==> config.mk <==
export PLATFORM = sky130hd
export DESIGN_NAME = ds0_chan_proc
export DESIGN_NICKNAME = d
export VERILOG_FILES = /design/src/rtl/ds0_pkg.sv /design/src/rtl/ds0_stage.sv /design/src/rtl/ds0_ctrl_regs.sv /design/src/rtl/ds0_tx_path.sv /design/src/rtl/ds0_rx_path.sv /design/src/rtl/ds0_chan_proc.sv
export SDC_FILE = /design/constraint.sdc
export NUM_CORES = 1
export LEC_CHECK = 0
export ABC_AREA = 1
export BUFFER_PORTS_ARGS = -buffer_cell sky130_fd_sc_hd__buf_2
export CAP_MARGIN = 20
export CORE_ASPECT_RATIO = 0.75
export CORE_MARGIN = 2
export CORE_UTILIZATION = 44
export CTS_CLUSTER_DIAMETER = 100
export DETAILED_ROUTE_END_ITERATION = 7
export HOLD_SLACK_MARGIN = 0.06
export SETUP_SLACK_MARGIN = 0.15
export SKIP_LAST_GASP = 1
export SLEW_MARGIN = 15
export SYNTH_ARGS = -nofsm -noshare
export SYNTH_HDL_FRONTEND = slang
export SYNTH_SLANG_ARGS = --single-unit
==> constraint.sdc <==
create_clock -name clk -period 2.5 [get_ports clk]
set_input_delay 0.125 -clock clk [delete_from_list [all_inputs] [get_ports clk]]
set_output_delay 0.125 -clock clk [all_outputs]
set_load 0.01 [all_outputs]
==> src/rtl/ds0_pkg.sv <==
package ds0_pkg;
  localparam int SF_FRAMES = 24;
  localparam int FR_W      = $clog2(SF_FRAMES);

  typedef struct packed {
    logic pol;
    logic loop;
    logic dch;
  } chan_ctl_t;

  // returns {hit, bit}: whether this frame carries signalling and which bit
  function automatic logic [1:0] rbs_slot(input logic esf,
                                          input logic [FR_W-1:0] fr,
                                          input logic [3:0] abcd);
    logic [1:0] r;
    r = 2'b00;
    case (fr)
      FR_W'(5):  r = {1'b1, abcd[3]};
      FR_W'(11): r = {1'b1, abcd[2]};
      FR_W'(17): r = {1'b1, esf ? abcd[1] : abcd[3]};
      FR_W'(23): r = {1'b1, esf ? abcd[0] : abcd[2]};
      default:   r = 2'b00;
    endcase
    return r;
  endfunction
endpackage

==> src/rtl/ds0_stage.sv <==
module ds0_stage #(
  parameter int W = 13
) (
  input  logic         clk,
  input  logic         rst_n,
  input  logic         in_valid,
  output logic         in_ready,
  input  logic [W-1:0] in_data,
  output logic         out_valid,
  input  logic         out_ready,
  output logic [W-1:0] out_data
);
  assign in_ready = !out_valid || out_ready;

  always_ff @(posedge clk) begin
    if (!rst_n) begin
      out_valid <= 1'b0;
      out_data  <= '0;
    end else if (in_ready) begin
      out_valid <= in_valid;
      if (in_valid) out_data <= in_data;
    end
  end
endmodule

==> src/rtl/ds0_ctrl_regs.sv <==
module ds0_ctrl_regs
  import ds0_pkg::*;
#(
  parameter int NCH = 24,
  parameter int CHW = 5,
  parameter int BW  = 8
) (
  input  logic             clk,
  input  logic             rst_n,
  input  logic             we,
  input  logic             sel,
  input  logic [CHW-1:0]   chan,
  input  logic [BW-1:0]    wdata,
  output logic [BW-1:0]    rdata,
  output logic [NCH-1:0]   pol_v,
  output logic [NCH-1:0]   dch_v,
  output logic [4*NCH-1:0] sig_v,
  output logic             loop_on,
  output logic [CHW-1:0]   loop_idx
);
  chan_ctl_t  ctl_q [NCH];
  logic [3:0] sig_q [NCH];
  logic       in_rng;

  assign in_rng = int'(chan) < NCH;

  always_ff @(posedge clk) begin
    if (!rst_n) begin
      for (int i = 0; i < NCH; i++) begin
        ctl_q[i] <= '0;
        sig_q[i] <= '0;
      end
    end else if (we && in_rng) begin
      if (sel) sig_q[chan] <= wdata[3:0];
      else     ctl_q[chan] <= wdata[2:0];
    end
  end

  always_comb begin
    rdata = '0;
    if (in_rng) begin
      if (sel) rdata[3:0] = sig_q[chan];
      else     rdata[2:0] = ctl_q[chan];
    end
  end

  for (genvar g = 0; g < NCH; g++) begin : g_flat
    assign pol_v[g]          = ctl_q[g].pol;
    assign dch_v[g]          = ctl_q[g].dch;
    assign sig_v[4*g +: 4]   = sig_q[g];
  end

  // lowest-numbered loop flag wins
  always_comb begin
    loop_on  = 1'b0;
    loop_idx = '0;
    for (int i = NCH - 1; i >= 0; i--) begin
      if (ctl_q[i].loop) begin
        loop_on  = 1'b1;
        loop_idx = CHW'(i);
      end
    end
  end
endmodule

==> src/rtl/ds0_tx_path.sv <==
module ds0_tx_path
  import ds0_pkg::*;
#(
  parameter int NCH = 24,
  parameter int CHW = 5,
  parameter int BW  = 8
) (
  input  logic             clk,
  input  logic             rst_n,
  input  logic             esf_mode,
  input  logic             dch_gate,
  input  logic [NCH-1:0]   pol_v,
  input  logic [NCH-1:0]   dch_v,
  input  logic [4*NCH-1:0] sig_v,
  input  logic             in_valid,
  output logic             in_ready,
  input  logic [CHW-1:0]   in_chan,
  input  logic [FR_W-1:0]  in_frame,
  input  logic [BW-1:0]    in_data,
  output logic             fire,
  output logic [BW-1:0]    proc,
  output logic             out_valid,
  input  logic             out_ready,
  output logic [CHW-1:0]   out_chan,
  output logic [BW-1:0]    out_data
);
  logic       in_rng, pol, robbed;
  logic [1:0] slot;
  int         ci;

  always_comb begin
    in_rng = int'(in_chan) < NCH;
    ci     = in_rng ? int'(in_chan) : 0;
    pol    = in_rng ? pol_v[ci] : 1'b1;
    robbed = in_rng && (!dch_v[ci] || dch_gate);
    slot   = rbs_slot(esf_mode, in_frame, sig_v[4*ci +: 4]);
    proc   = in_data;
    if (robbed && slot[1]) proc[0] = slot[0];
    if (!pol) proc = ~proc;
  end

  assign fire = in_valid && in_ready;

  ds0_stage #(.W(CHW + BW)) u_stage (
    .clk      (clk),
    .rst_n    (rst_n),
    .in_valid (in_valid),
    .in_ready (in_ready),
    .in_data  ({in_chan, proc}),
    .out_valid(out_valid),
    .out_ready(out_ready),
    .out_data ({out_chan, out_data})
  );
endmodule

==> src/rtl/ds0_rx_path.sv <==
module ds0_rx_path #(
  parameter int NCH = 24,
  parameter int CHW = 5,
  parameter int BW  = 8
) (
  input  logic           clk,
  input  logic           rst_n,
  input  logic [NCH-1:0] pol_v,
  input  logic           loop_on,
  input  logic [CHW-1:0] loop_idx,
  input  logic           tx_fire,
  input  logic [CHW-1:0] tx_chan,
  input  logic [BW-1:0]  tx_proc,
  input  logic           in_valid,
  output logic           in_ready,
  input  logic [CHW-1:0] in_chan,
  input  logic [BW-1:0]  in_data,
  output logic           out_valid,
  input  logic           out_ready,
  output logic [CHW-1:0] out_chan,
  output logic [BW-1:0]  out_data
);
  logic [BW-1:0] loop_q, loop_fwd, proc;
  logic          in_rng, cap;
  int            ci;

  assign cap      = tx_fire && loop_on && (tx_chan == loop_idx);
  assign loop_fwd = cap ? tx_proc : loop_q;

  always_ff @(posedge clk) begin
    if (!rst_n)   loop_q <= '0;
    else if (cap) loop_q <= tx_proc;
  end

  always_comb begin
    in_rng = int'(in_chan) < NCH;
    ci     = in_rng ? int'(in_chan) : 0;
    proc   = (in_rng && !pol_v[ci]) ? ~in_data : in_data;
    if (in_rng && loop_on && in_chan == loop_idx) proc = loop_fwd;
  end

  ds0_stage #(.W(CHW + BW)) u_stage (
    .clk      (clk),
    .rst_n    (rst_n),
    .in_valid (in_valid),
    .in_ready (in_ready),
    .in_data  ({in_chan, proc}),
    .out_valid(out_valid),
    .out_ready(out_ready),
    .out_data ({out_chan, out_data})
  );
endmodule

==> src/rtl/ds0_chan_proc.sv <==
module ds0_chan_proc
  import ds0_pkg::*;
#(
  parameter int NCH = 24,
  parameter int BW  = 8,
  localparam int CHW = $clog2(NCH + 1)
) (
  input  logic            clk,
  input  logic            rst_n,
  input  logic            esf_mode,
  input  logic            dch_gate,
  input  logic            cfg_we,
  input  logic            cfg_sel,
  input  logic [CHW-1:0]  cfg_chan,
  input  logic [BW-1:0]   cfg_wdata,
  output logic [BW-1:0]   cfg_rdata,
  input  logic            tx_in_valid,
  output logic            tx_in_ready,
  input  logic [CHW-1:0]  tx_in_chan,
  input  logic [FR_W-1:0] tx_in_frame,
  input  logic [BW-1:0]   tx_in_data,
  output logic            tx_out_valid,
  input  logic            tx_out_ready,
  output logic [CHW-1:0]  tx_out_chan,
  output logic [BW-1:0]   tx_out_data,
  input  logic            rx_in_valid,
  output logic            rx_in_ready,
  input  logic [CHW-1:0]  rx_in_chan,
  input  logic [BW-1:0]   rx_in_data,
  output logic            rx_out_valid,
  input  logic            rx_out_ready,
  output logic [CHW-1:0]  rx_out_chan,
  output logic [BW-1:0]   rx_out_data
);
  logic [NCH-1:0]   pol_v, dch_v;
  logic [4*NCH-1:0] sig_v;
  logic             loop_on, tx_fire;
  logic [CHW-1:0]   loop_idx;
  logic [BW-1:0]    tx_proc;

  ds0_ctrl_regs #(.NCH(NCH), .CHW(CHW), .BW(BW)) u_regs (
    .clk(clk), .rst_n(rst_n), .we(cfg_we), .sel(cfg_sel), .chan(cfg_chan),
    .wdata(cfg_wdata), .rdata(cfg_rdata), .pol_v(pol_v), .dch_v(dch_v),
    .sig_v(sig_v), .loop_on(loop_on), .loop_idx(loop_idx)
  );

  ds0_tx_path #(.NCH(NCH), .CHW(CHW), .BW(BW)) u_tx (
    .clk(clk), .rst_n(rst_n), .esf_mode(esf_mode), .dch_gate(dch_gate),
    .pol_v(pol_v), .dch_v(dch_v), .sig_v(sig_v),
    .in_valid(tx_in_valid), .in_ready(tx_in_ready), .in_chan(tx_in_chan),
    .in_frame(tx_in_frame), .in_data(tx_in_data), .fire(tx_fire), .proc(tx_proc),
    .out_valid(tx_out_valid), .out_ready(tx_out_ready), .out_chan(tx_out_chan),
    .out_data(tx_out_data)
  );

  ds0_rx_path #(.NCH(NCH), .CHW(CHW), .BW(BW)) u_rx (
    .clk(clk), .rst_n(rst_n), .pol_v(pol_v), .loop_on(loop_on), .loop_idx(loop_idx),
    .tx_fire(tx_fire), .tx_chan(tx_in_chan), .tx_proc(tx_proc),
    .in_valid(rx_in_valid), .in_ready(rx_in_ready), .in_chan(rx_in_chan),
    .in_data(rx_in_data), .out_valid(rx_out_valid), .out_ready(rx_out_ready),
    .out_chan(rx_out_chan), .out_data(rx_out_data)
  );
endmodule

=== Yosys cells after proc, flatten, opt, wreduce, memory -nomap -nowiden ===
Memory sizes are Yosys's and may differ from the RTL's.
Cells that the tools add are included.

* Register bits after elaboration: 36
* RAM bits: 168
* Input port bits: 54
* Logic and storage cells: 127
* Memories: 2

* Magnitude comparators: 5
* Eq/ne operators: 6
* Shift operators: 1
* Muxes and demuxes: 86
* Bitwise logic cells: 2
* Reductions and logical operators: 20

{| class="wikitable"
|+ Memory list
! name !! words !! bits a word !! rd ports !! clocked after memory_dff !! write ports !! line !! RTL
|-
| u_regs.sig_q || 24 || 4 || 25 || 0 || 24 || ds0_ctrl_regs.sv:22 || <nowiki>logic [3:0] sig_q [NCH];</nowiki>
|-
| u_regs.ctl_q || 24 || 3 || 25 || 0 || 24 || ds0_ctrl_regs.sv:21 || <nowiki>chan_ctl_t ctl_q [NCH];</nowiki>
|}

{| class="wikitable"
|+ Operators by type and width
! kind !! number
|-
| 5-bit two-way mux || 28
|-
| 96-bit by 32-bit variable part select with 4-bit output || 1
|-
| 32-bit by 7-bit less-than comparator with 1-bit output (second input constant) || 2
|-
| 1-bit two-way mux || 46
|-
| 8-bit two-way mux || 4
|-
| 8-bit inverter || 2
|-
| 1-bit binary-select mux with 5-bit select || 3
|-
| 5-bit less-than comparator (second input constant) || 3
|-
| 5-bit equality test || 2
|-
| 5-bit equality test (second input constant) || 2
|-
| 1-bit logical AND || 9
|-
| 4-bit two-way mux || 2
|-
| 2-bit one-hot mux with 4 select lines || 1
|-
| 3-bit two-way mux || 2
|-
| 5-bit by 3-bit equality test with 1-bit output (second input constant) || 1
|-
| 5-bit by 4-bit equality test with 1-bit output (second input constant) || 1
|-
| 1-bit zero test || 4
|-
| 2-bit AND reduction || 2
|-
| 4-bit OR reduction || 1
|-
| 1-bit logical OR || 3
|-
| 3-bit OR reduction || 1
|}

=== Depth between registers and ports, before layout ===
Gate-level depths: netlist of the first run.
An unclocked memory read counts as a cell.

* Word-level depth: 29
* Depth in mapped cells: 30

=== By module ===
Synthesis of the first run repeated with hierarchy kept, for this count alone.

* Cell total of the unflattened synthesis: 1575
* Area total of the unflattened synthesis: 12493.2 sq um

{| class="wikitable"
|+ By module, submodules not included
! module !! times used !! cells each !! area an instance (sq um)
|-
| ds0_ctrl_regs || 1 || 813 || 8255.4
|-
| ds0_tx_path || 1 || 384 || 1767.9
|-
| ds0_stage || 2 || 89 || 686.9
|-
| ds0_rx_path || 1 || 200 || 1096.1
|}

=== Worst setup path before layout of the first run ===
No wires, ideal clock.

* Path type: register to register
* From: memory u_regs.ctl_q[12][1] (netlist name)
* To: register u_rx.u_stage.out_data[0]
* Arrival: 2110 ps
* Data required time: 2359 ps
* Path slack: 249 ps
* Stages on the path, launching flop included: 14
* Path buffers: 0
* Period minus slack after synthesis: 2251 ps
* Cells stage by stage: edfxtp_1 > nor4_2 > nand4_1 > inv_1 > nand3_2 > xor2_1 > a2111oi_2 > o21ai_0 > nor2_4 > nand3_2 > nand2_1 > nand3_1 > nand2_1 > a21oi_2

{| class="wikitable"
|+ RTL lines
! element !! line !! RTL
|-
| start, declared || ds0_ctrl_regs.sv:21 ||
|-
| end signal, assigned || ds0_stage.sv:21 || <nowiki>if (in_valid) out_data <= in_data;</nowiki>
|-
| end, declared || ds0_stage.sv:11 || <nowiki>output logic [W-1:0] out_data</nowiki>
|}

==> results of run 1 <==
## routing by layer
metal	routed length [µm]	up-vias	global-route usage, %	share of wire [%]
li1	-	5044	-	-
met1	16600	5052	40.3	44
met2	15900	605	39.8	42
met3	4250	74	5.47	11
met4	950	0	7.02	2.5
met5	0	-	0	0
## stage by stage
step | TNS, ns | total power, mW | setup slack (ns) | hold slack [ns] | instances
3_5_place_dp | -1.26 | 5.34 | -0.159 | 0.432 | 1805
4_1_cts | -0.0610 | 8.60 | -0.0191 | 0.0686 | 1874
6_report | -0.629 | 8.64 | -0.0872 | 0.0756 | 1881
3_3_place_gp | -0.705 | 5.33 | -0.0998 | 0.425 | 1805
5_1_grt | -2.98 | 8.92 | -0.254 | 0.130 | 1881
2_1_floorplan | 0 | 4.79 | 0.249 | 0.274 | 1377
## kinds of logic (layout without fill, tap and decap cells)
group / after synthesis / after routing / synth area share, %
and+or+nand+nor: 663 / 663 / 24.5
AOI/OAI and AO/OA: 278 / 278 / 15.8
buffers and inverters: 209 / 369 / 7.67
DFF: 204 / 204 / 50.5
xor gates and xnor gates: 19 / 19 / 1.46
other: 1 / 4 / 0.0329
## worst min-delay path by stage
| stage | startpoint | endpoint | slack, ns | cells after the start |
|---|---|---|---|---|
| 3_5_place_dp | rx_in_chan[2] | u_rx.u_stage.out_data[10] | 0.43 | 3 |
| 2_1_floorplan | rx_in_chan[2] | u_rx.u_stage.out_data[10] | 0.27 | 2 |
| 5_1_grt | tx_in_chan[2] | u_tx.u_stage.out_data[10] | 0.13 | 4 |
| 3_3_place_gp | tx_out_ready | u_tx.u_stage.out_valid | 0.42 | 4 |
| 4_1_cts | tx_in_chan[2] | u_tx.u_stage.out_data[10] | 0.07 | 4 |
| 6_report | tx_in_chan[2] | u_tx.u_stage.out_data[10] | 0.08 | 4 |
## flip-flops by register name, indices dropped and copies added (netlist names)
signal	count
u_regs.ctl_q	72
u_regs.sig_q	96
u_rx.loop_q	8
u_rx.u_stage.out_data	13
u_rx.u_stage.out_valid	1
u_tx.u_stage.out_data	13
u_tx.u_stage.out_valid	1
## repair_timing
action / CTS / global route
pin swaps: 28 / 17
resized for setup: 23 / 34
hold buffers: 24 / 0
buffers inserted: 5 / 7
endpoints found under the setup margin: 19 / 20
endpoints found under the hold margin: 31 / 0
## cells in the final DEF (no fill, tap or decap), types with 4 or more instances in the layout
master,count
nor2_4,4
conb_1,4
xor2_1,17
o221ai_1,9
o211ai_1,14
a21oi_2,14
a221oi_2,5
buf_12,9
inv_2,12
nor3_1,7
clkinv_2,6
nand3_1,114
edfxtp_1,168
buf_4,86
o21ai_0,56
clkinv_1,5
a221oi_1,9
buf_2,82
nor2_1,231
nand2_1,265
nand2_2,10
nand4_1,13
dfxtp_1,36
o21ai_1,12
o22ai_1,12
clkbuf_16,23
dlygate4sd3_1,24
nand3_4,5
inv_1,107
a21oi_1,58
a22oi_1,59
buf_6,7
## critical path: stages (launching register included)
cell	delay, ns
edfxtp_1	0.44
nor4_4	0.34
nand2_1	0.10
a21oi_2	0.19
o21bai_1	0.11
buf_4	0.16
a2111oi_4	0.31
o21ai_2	0.12
nor2_4	0.20
nand3_4	0.16
nand2_2	0.11
nand3_1	0.09
nand2_1	0.09
a21oi_2	0.05
## area by class of cell
cell class | instances | area share (%)
repair buffers | 208 | 11.2
flip-flops and latches | 204 | 41.4
clock buffers | 26 | 4.22
clock inverters | 14 | 0.854
multi-input cells | 964 | 36.0
well taps | 344 | 3.09
inverters | 121 | 3.26
## power groups by stage
stage,logic [mW],clock network (mW),registers [mW]
after floorplan,0.764,0,4.02
after global placement,1.27,0,4.06
after global routing,1.52,3.40,4.01
after CTS,1.34,3.27,3.99
after detailed placement,1.28,0,4.06
final,1.40,3.24,4.00
==> results.sh, run 1 <==
export IMPL_avgSynthCellArea_um2=8.31
export IMPL_via_per_inst=5.73
export IMPL_leakage_nw=5.81
export IMPL_cts_sinks=204
export IMPL_dpl_cell_area_um2=12700
export IMPL_clock_skew_final_ns=0.0178
export IMPL_p_seq_share_pct=46.3
export IMPL_io_pins=92
export IMPL_drc=0
export IMPL_nFillCells=2356
export IMPL_drt_iter0_markers=1449
export IMPL_synth_ff_type="edfxtp_1"
export IMPL_switching_share_pct=27.7
export IMPL_syn_inst=1374
export IMPL_synth_seq_area_share_pct=50.5
export IMPL_p_int_mw=6.24
export IMPL_crit_start="u_regs.ctl_q[16][1]"
export IMPL_hold_path_class="in -> reg"
export IMPL_synth_largest_area_cell="edfxtp_1"
export IMPL_grt_usage_pct=27.0
export IMPL_cts_max_level=1
export IMPL_coreArea_um2=25700
export IMPL_drive_above_1_share_pct=18.8
export IMPL_grt_max_degree=59
export IMPL_final_hold_violation_count=0
export IMPL_violations="negative setup slack"
export IMPL_setup_ws_ns=-0.0872
export IMPL_rsz0062_at_grt="yes"
export IMPL_drv_cap=0
export IMPL_syn_to_final_growth_pct=21.9
export IMPL_synth_edff_count=168
export IMPL_wl_per_cell_um=20.0
export IMPL_status="finished with violations"
export IMPL_ant_nets=0
export IMPL_io_buffers=83
export IMPL_synthTopCellsByArea="edfxtp_1, nand2_1, nor2_1"
export IMPL_slew_headroom_pct=46.2
export IMPL_max_slew_worst_pin_slew_ns=0.807
export IMPL_p_clk_share_pct=37.5
export IMPL_ys_ff_latch=204
export IMPL_netlist_area_um2=11400
export IMPL_ys_async_sr_fraction_pct=0
export IMPL_clock_path_buffers=3
export IMPL_first_pass_iters=6
export IMPL_post_route_util_pct=54.1
export IMPL_path_max_fanout=8
export IMPL_grt_pass1_wl_um=56000
export IMPL_cts_tree="done"
export IMPL_vias=10800
export IMPL_start_util_pct=44.4
export IMPL_post_route_period_util_pct=103
export IMPL_irDropWorstVdd_mv=0.429
export IMPL_period_needed_ns=2.59
export IMPL_crit_end="u_rx.u_stage.out_data[2]"
export IMPL_critPathArrivalTime_ns=2.98
export IMPL_cp_end_kind="flop"
export IMPL_die_h_um=143
export IMPL_crit_type="reg -> reg"
export IMPL_regArea_um2=5770
export IMPL_synth_most_common_cell="nand2_1"
export IMPL_ys_types=53
export IMPL_worstSkewPairLatency_ns=0.52
export IMPL_place_gp_congestion=0.906
export IMPL_setup_viol=10
export IMPL_grt_overflow_total=0
export IMPL_grt_pass1_vias=9703
export IMPL_comb_power_share_pct=16.2
export IMPL_clkTransAtPathRegs_ns=0.06
export IMPL_final_nets=1576
export IMPL_p_sw_mw=2.39
export IMPL_design_area_um2=13900
export IMPL_r2r_start="u_regs.ctl_q[16][1]"
export IMPL_hpwl_um=25800
export IMPL_numCtsBuffers=23
export IMPL_rrSetupSlack_ns=-0.09
export IMPL_die_x_um=190
export IMPL_antenna_found_initial=0
export IMPL_synth_common_cells="nand2_1, nor2_1, edfxtp_1"
export IMPL_slew_violations=0
export IMPL_n_antenna_cell=0
export IMPL_drt_wl_total_um=37700
export IMPL_multiInputGateArea_um2=5000
export IMPL_dieArea_um2=27300
export IMPL_worstSetupStartpointType="flop"
export IMPL_clock_fmax_ghz=0.387
export IMPL_synth_top_area_share_pct=44.2
export IMPL_power_density_nw_per_um2=621
export IMPL_root_buffer="clkbuf_16"
export IMPL_rr_endpoint="u_rx.u_stage.out_data[2]"
export IMPL_critPathRequiredTime_ns=2.90
export IMPL_yosysWarningCount=0
export IMPL_rows=51
export IMPL_worstRegToRegCells=13
No activity file was read; power rests on OpenSTA's default activity.
==> run 2: changes to the inputs <==
Settings changed: SKIP_LAST_GASP 1 to default.
Clock period 2.5 ns to 2.3 ns, I/O delays scaled along.
==> results.sh, run 2 (synthesis gave the netlist of run 1 again) <==
export IMPL_post_route_util_pct=56.3
export IMPL_cts_max_level=1
export IMPL_leakage_nw=6.05
export IMPL_drv_cap=0
export IMPL_timing_critical_path_mode_cell="nand2_1"
export IMPL_grt_pass1_vias=10100
export IMPL_max_slew_worst_pin_slew_ns=0.790
export IMPL_p_seq_share_pct=44.8
export IMPL_p_int_mw=7.00
export IMPL_grt_pass1_wl_um=58500
export IMPL_coreArea_um2=25700
export IMPL_grt_usage_pct=28.3
export IMPL_hold_path_class="in -> reg"
export IMPL_slew_headroom_pct=47.4
export IMPL_detailedPlace_worstSlack_ns=-0.426
export IMPL_grt_max_degree=59
export IMPL_numCtsBuffers=23
export IMPL_io_pins=92
export IMPL_wl_per_cell_um=20.3
export IMPL_rsz0062_at_grt="yes"
export IMPL_antenna_found_initial=0
export IMPL_cts_tree="done"
export IMPL_p_clk_share_pct=37.9
export IMPL_first_pass_iters=5
export IMPL_post_route_period_util_pct=113
export IMPL_worstSetupStartpointType="flop"
export IMPL_power_density_nw_per_um2=670
export IMPL_clkTransAtPathRegs_ns=0.06
export IMPL_irDropWorstVdd_mv=0.439
export IMPL_critPathRequiredTime_ns=2.75
export IMPL_worstSkewPairLatency_ns=0.52
export IMPL_p_sw_mw=2.70
export IMPL_path_max_fanout=6
export IMPL_die_h_um=143
export IMPL_drt_wl_total_um=39000
export IMPL_cpPeakStageDelay_ns=0.41
export IMPL_drc=0
export IMPL_slew_violations=0
export IMPL_regMostFlops="u_regs.sig_q"
export IMPL_vias=11100
export IMPL_critPathArrivalTime_ns=3.06
export IMPL_mostFrequentLayoutCells="nand2_1, nor2_1, edfxtp_1"
export IMPL_clock_path_buffers=3
export IMPL_root_buffer="clkbuf_16"
export IMPL_rows=51
export IMPL_clock_skew_final_ns=0.00723
export IMPL_setup_viol=18
export IMPL_drive_above_1_share_pct=23.1
export IMPL_hpwl_um=26500
export IMPL_comb_power_share_pct=17.3
export IMPL_io_buffers=83
export IMPL_grt_overflow_total=0
export IMPL_setup_tns_ns=-3.86
export IMPL_start_util_pct=44.4
export IMPL_place_gp_congestion=0.970
export IMPL_ant_nets=0
export IMPL_n_antenna_cell=0
export IMPL_dieArea_um2=27300
export IMPL_status="finished with violations"
export IMPL_largest_reg_flops=96
export IMPL_die_x_um=190
export IMPL_setup_ws_ns=-0.308
export IMPL_period_needed_ns=2.61
export IMPL_cts_sinks=204
export IMPL_cp_end_kind="flop"
export IMPL_worst_path_max_delay_cell="edfxtp_1"
export IMPL_fin_hold_ws_ns=0.0900
export IMPL_reg_largest_list="u_regs.sig_q: 96 flops, u_regs.ctl_q: 72 flops"
export IMPL_final_hold_violation_count=0
export IMPL_final_common_cell="nand2_1"
export IMPL_totalPowerFinal_mw=9.70
export IMPL_crit_type="reg -> reg"
export IMPL_nFillCells=2350
export IMPL_drt_iter0_markers=1226
export IMPL_syn_to_final_growth_pct=26.8
export IMPL_clock_fmax_ghz=0.383
export IMPL_switching_share_pct=27.8
export IMPL_violations="negative setup slack"
export IMPL_final_nets=1614
export IMPL_via_per_inst=5.78
-- run 2: changes by cell type in the layout (fill, tap and decap cells not counted), moves of 7 or more --
cell / before / now
o21ai_0: 56 / 45
nand3_2: 0 / 8
o21ai_1: 12 / 22
a22oi_2: 1 / 8
buf_4: 86 / 119
a22oi_1: 59 / 52
nand3_1: 114 / 107
-- run 2: stage by stage --
| step | std cells | area, µm² |
|---|---|---|
| floorplan | 1377 | 11400 |
| finish | 1918 | 14500 |
| detailed placement | 1827 | 12800 |
| global route | 1918 | 14500 |
| CTS | 1905 | 14100 |
| global placement | 1827 | 12800 |
-- run 2: layout make-up --
class	count	area (µm²)	area share (%)
flip-flops and latches	204	5770	39.8
repair buffers	245	1880	13.0
clock buffers	26	587	4.05
inverters	121	462	3.19
multi-input cells	965	5200	35.9
clock inverters	13	151	1.05
well taps	344	430	2.97
-- run 2: worst paths after layout --
check                              endpoint  cells after the start           startpoint  slack (ns)
setup reg to reg   u_rx.u_stage.out_data[0]                     30  u_regs.ctl_q[22][1]       -0.31
setup / recovery   u_rx.u_stage.out_data[0]                     30  u_regs.ctl_q[22][1]       -0.31
hold / removal    u_tx.u_stage.out_data[10]                      4        tx_in_chan[2]        0.09
hold reg to reg              u_rx.loop_q[0]                      2       u_rx.loop_q[0]        0.48
-- run 2: critical path: cells and delay by family, from the launching register on --
kind,cells,cell delay (ns)
DFF,1,0.41
and+or+nand+nor,27,1.81
AOI/OAI and AO/OA,1,0.10
buffers and inverters,2,0.22
-- run 2: per-layer routing --
| layer | share of wire [%] | vias to the layer above | GRT usage [%] |
|---|---|---|---|
| met5 | 0 | - | 0 |
| met4 | 2.8 | 0 | 8.61 |
| met3 | 10 | 71 | 6.47 |
| met2 | 42 | 566 | 40.5 |
| met1 | 45 | 5307 | 42.2 |
| li1 | - | 5136 | - |
-- run 2: power by group through the flow --
stage | Combinational, mW | Clock [mW] | Sequential [mW]
floorplan | 0.831 | 0 | 4.37
global placement | 1.43 | 0 | 4.41
detailed placement | 1.44 | 0 | 4.41
CTS | 1.55 | 3.74 | 4.34
global route | 1.81 | 3.88 | 4.36
finish | 1.68 | 3.68 | 4.35
-- run 2: repair_timing --
action,4_1_cts,5_1_grt
setup buffers,15,13
endpoints found under the hold margin,29,0
cloned,1,0
hold buffers,23,0
resized for setup,48,66
pin swaps,15,38
endpoints found under the setup margin,19,22
==> run 3: changes to the inputs <==
Settings changed: CORE_MARGIN 2 to 5, GPL_ROUTABILITY_DRIVEN from default to 0.
==> results.sh, run 3 (synthesis gave the netlist of run 1 again) <==
export IMPL_clock_path_buffers=3
export IMPL_fin_hold_ws_ns=0.0913
export IMPL_crit_type="reg -> reg"
export IMPL_irDropWorstVdd_mv=0.499
export IMPL_worst_path_max_delay_cell="edfxtp_1"
export IMPL_numCtsBuffers=22
export IMPL_top_usage_layer="met1"
export IMPL_mostFrequentLayoutCells="nand2_1, nor2_1, edfxtp_1"
export IMPL_final_nets=1602
export IMPL_dieArea_um2=29300
export IMPL_cp_end_kind="flop"
export IMPL_grt_pass1_vias=10200
export IMPL_io_buffers=83
export IMPL_wl_per_cell_um=20.0
export IMPL_final_hold_violation_count=0
export IMPL_r2r_start="u_regs.ctl_q[12][1]"
export IMPL_path_cells="nor4_4 -> nand4_1 -> inv_1 -> nand3_2 -> xnor2_2 -> a2111oi_2 -> o21ai_1 -> a21oi_4 -> nand3_4 -> inv_6 -> nand3_2 -> nand2_2 -> a21oi_2"
export IMPL_drt_iter0_markers=1171
export IMPL_power_density_nw_per_um2=651
export IMPL_n_antenna_cell=0
export IMPL_period_needed_ns=2.61
export IMPL_rows=51
export IMPL_grt_overflow_total=0
export IMPL_critPathRequiredTime_ns=2.69
export IMPL_timing_critical_path_mode_cell="nand3_2"
export IMPL_critPathArrivalTime_ns=2.99
export IMPL_design_area_um2=14200
export IMPL_multiInputGateArea_um2=5170
export IMPL_grt_pass1_wl_um=58400
export IMPL_cpPeakStageDelay_ns=0.42
export IMPL_slew_violations=0
export IMPL_syn_to_final_growth_pct=24.8
export IMPL_violations="negative setup slack"
export IMPL_gr_usage_met1_pct=38.5
export IMPL_regMostFlops="u_regs.sig_q"
export IMPL_grt_usage_pct=25.5
export IMPL_path_buf_inv=2
export IMPL_detailedPlace_worstSlack_ns=-0.324
export IMPL_rr_endpoint="u_rx.u_stage.out_data[5]"
export IMPL_final_common_cell="nand2_1"
export IMPL_setup_ws_ns=-0.306
export IMPL_die_h_um=149
export IMPL_p_seq_share_pct=46.9
export IMPL_dpl_cell_area_um2=12800
export IMPL_p_int_mw=6.66
export IMPL_clkTransAtPathRegs_ns=0.06
export IMPL_dp_cells=1827
export IMPL_worstRegToRegCells=13
export IMPL_hold_path_class="in -> reg"
export IMPL_coreArea_um2=25800
export IMPL_post_route_period_util_pct=113
export IMPL_comb_power_share_pct=17.2
export IMPL_vias=10900
export IMPL_nFillCells=2347
export IMPL_reg_largest_list="u_regs.sig_q: 96 flops, u_regs.ctl_q: 72 flops"
export IMPL_root_buffer="clkbuf_16"
export IMPL_crit_family="simple AND/OR/NAND/NOR gates"
export IMPL_largest_reg_flops=96
export IMPL_drt_wl_total_um=38200
export IMPL_rrSetupSlack_ns=-0.31
export IMPL_worstSkewPairLatency_ns=0.52
export IMPL_status="finished with violations"
export IMPL_cts_max_level=1
export IMPL_hold_path_depth=7
export IMPL_use_met2_pct=37.6
export IMPL_drive_above_1_share_pct=21.8
export IMPL_path_max_fanout=8
export IMPL_slew_headroom_pct=48.3
export IMPL_regArea_um2=5770
export IMPL_start_util_pct=44.3
export IMPL_cts_sinks=204
export IMPL_leakage_nw=5.94
export IMPL_via_per_inst=5.71
export IMPL_grt_max_degree=59
export IMPL_io_pins=92
export IMPL_whs_endpoint="u_tx.u_stage.out_data[0]"
export IMPL_hold_start="tx_in_data[0]"
export IMPL_p_sw_mw=2.61
export IMPL_rsz0062_at_grt="yes"
export IMPL_antenna_found_initial=0
export IMPL_clock_fmax_ghz=0.384
export IMPL_first_pass_iters=6
export IMPL_drc=0
export IMPL_worstSetupStartpointType="flop"
export IMPL_max_slew_worst_pin_slew_ns=0.776
export IMPL_die_x_um=196
export IMPL_fin_cells=1907
export IMPL_hpwl_um=26600
export IMPL_cts_tree="done"
export IMPL_switching_share_pct=28.1
export IMPL_met3_usage_pct=5.81
export IMPL_ant_nets=0
export IMPL_drv_cap=0
export IMPL_clock_skew_final_ns=0.0201
export IMPL_setup_viol=18
export IMPL_p_clk_share_pct=35.9
run 3: cell count changes in the layout (fill, tap and decap cells not counted), moves of 3 or more:
cell	previous run	this run
buf_4	119	111
buf_6	10	5
a21oi_2	18	12
a21oi_1	54	59
a221oi_1	5	10
o21ai_0	45	52
a22oi_1	52	56
a221oi_2	8	4
nand2_4	4	7
a22oi_2	8	4
o21ai_1	22	15
nand2_1	259	255
run 3: final cells by class:
class / instances / area share, %
tap: 344 / 3.02
inverter: 121 / 3.22
clock inverter: 12 / 0.641
sequential: 204 / 40.5
timing repair buffer: 233 / 12.3
clock buffer: 27 / 4.00
multi-input combinational: 966 / 36.3
run 3: worst reg2reg max path, cell delays in order (launching register included):
cell	delay [ns]
edfxtp_1	0.42
nor4_4	0.31
nand4_1	0.21
inv_1	0.14
nand3_2	0.11
xnor2_2	0.15
a2111oi_2	0.21
o21ai_1	0.18
a21oi_4	0.22
nand3_4	0.16
inv_6	0.13
nand3_2	0.09
nand2_2	0.07
a21oi_2	0.05
run 3: metrics by stage:
step,TNS (ns),utilization (%),total power [mW]
CTS,-3.10,54.3,9.24
global route,-7.50,55.2,9.61
global placement,-3.69,49.8,5.83
detailed placement,-4.12,49.8,5.84
floorplan,0,-,5.20
finish,-4.04,55.2,9.27
run 3: power groups by stage:
stage          registers, mW  logic (mW)  clock network, mW
3_5_place_dp            4.41        1.43                  0
2_1_floorplan           4.37       0.831                  0
5_1_grt                 4.36        1.73               3.52
3_3_place_gp            4.41        1.42                  0
6_report                4.34        1.60               3.33
4_1_cts                 4.33        1.52               3.39
run 3: how the worst max path moves through the flow:
stage,start,endpoint,cells past startpoint
2_1_floorplan,u_regs.ctl_q[19][1],u_rx.u_stage.out_data[0],12
3_3_place_gp,u_regs.ctl_q[12][1],u_rx.u_stage.out_data[5],13
4_1_cts,u_regs.ctl_q[12][1],u_rx.u_stage.out_data[7],13
5_1_grt,u_regs.ctl_q[12][1],u_rx.u_stage.out_data[2],13
6_report,u_regs.ctl_q[12][1],u_rx.u_stage.out_data[5],13
3_5_place_dp,u_regs.ctl_q[12][1],u_rx.u_stage.out_data[0],13
run 3: routing by layer:
| layer | wire, µm | share of wire (%) |
|---|---|---|
| met1 | 17300 | 45 |
| met2 | 16300 | 43 |
| met3 | 3830 | 10 |
| met4 | 793 | 2.1 |
| met5 | 0 | 0 |
run 3: repair_timing:
action / CTS / global route
setup endpoints to repair: 19 / 21
gates resized for setup: 45 / 52
pin swaps: 11 / 30
endpoints found under the hold margin: 30 / 0
buffers inserted: 10 / 5
cloned: 1 / 1
hold buffers: 24 / 0
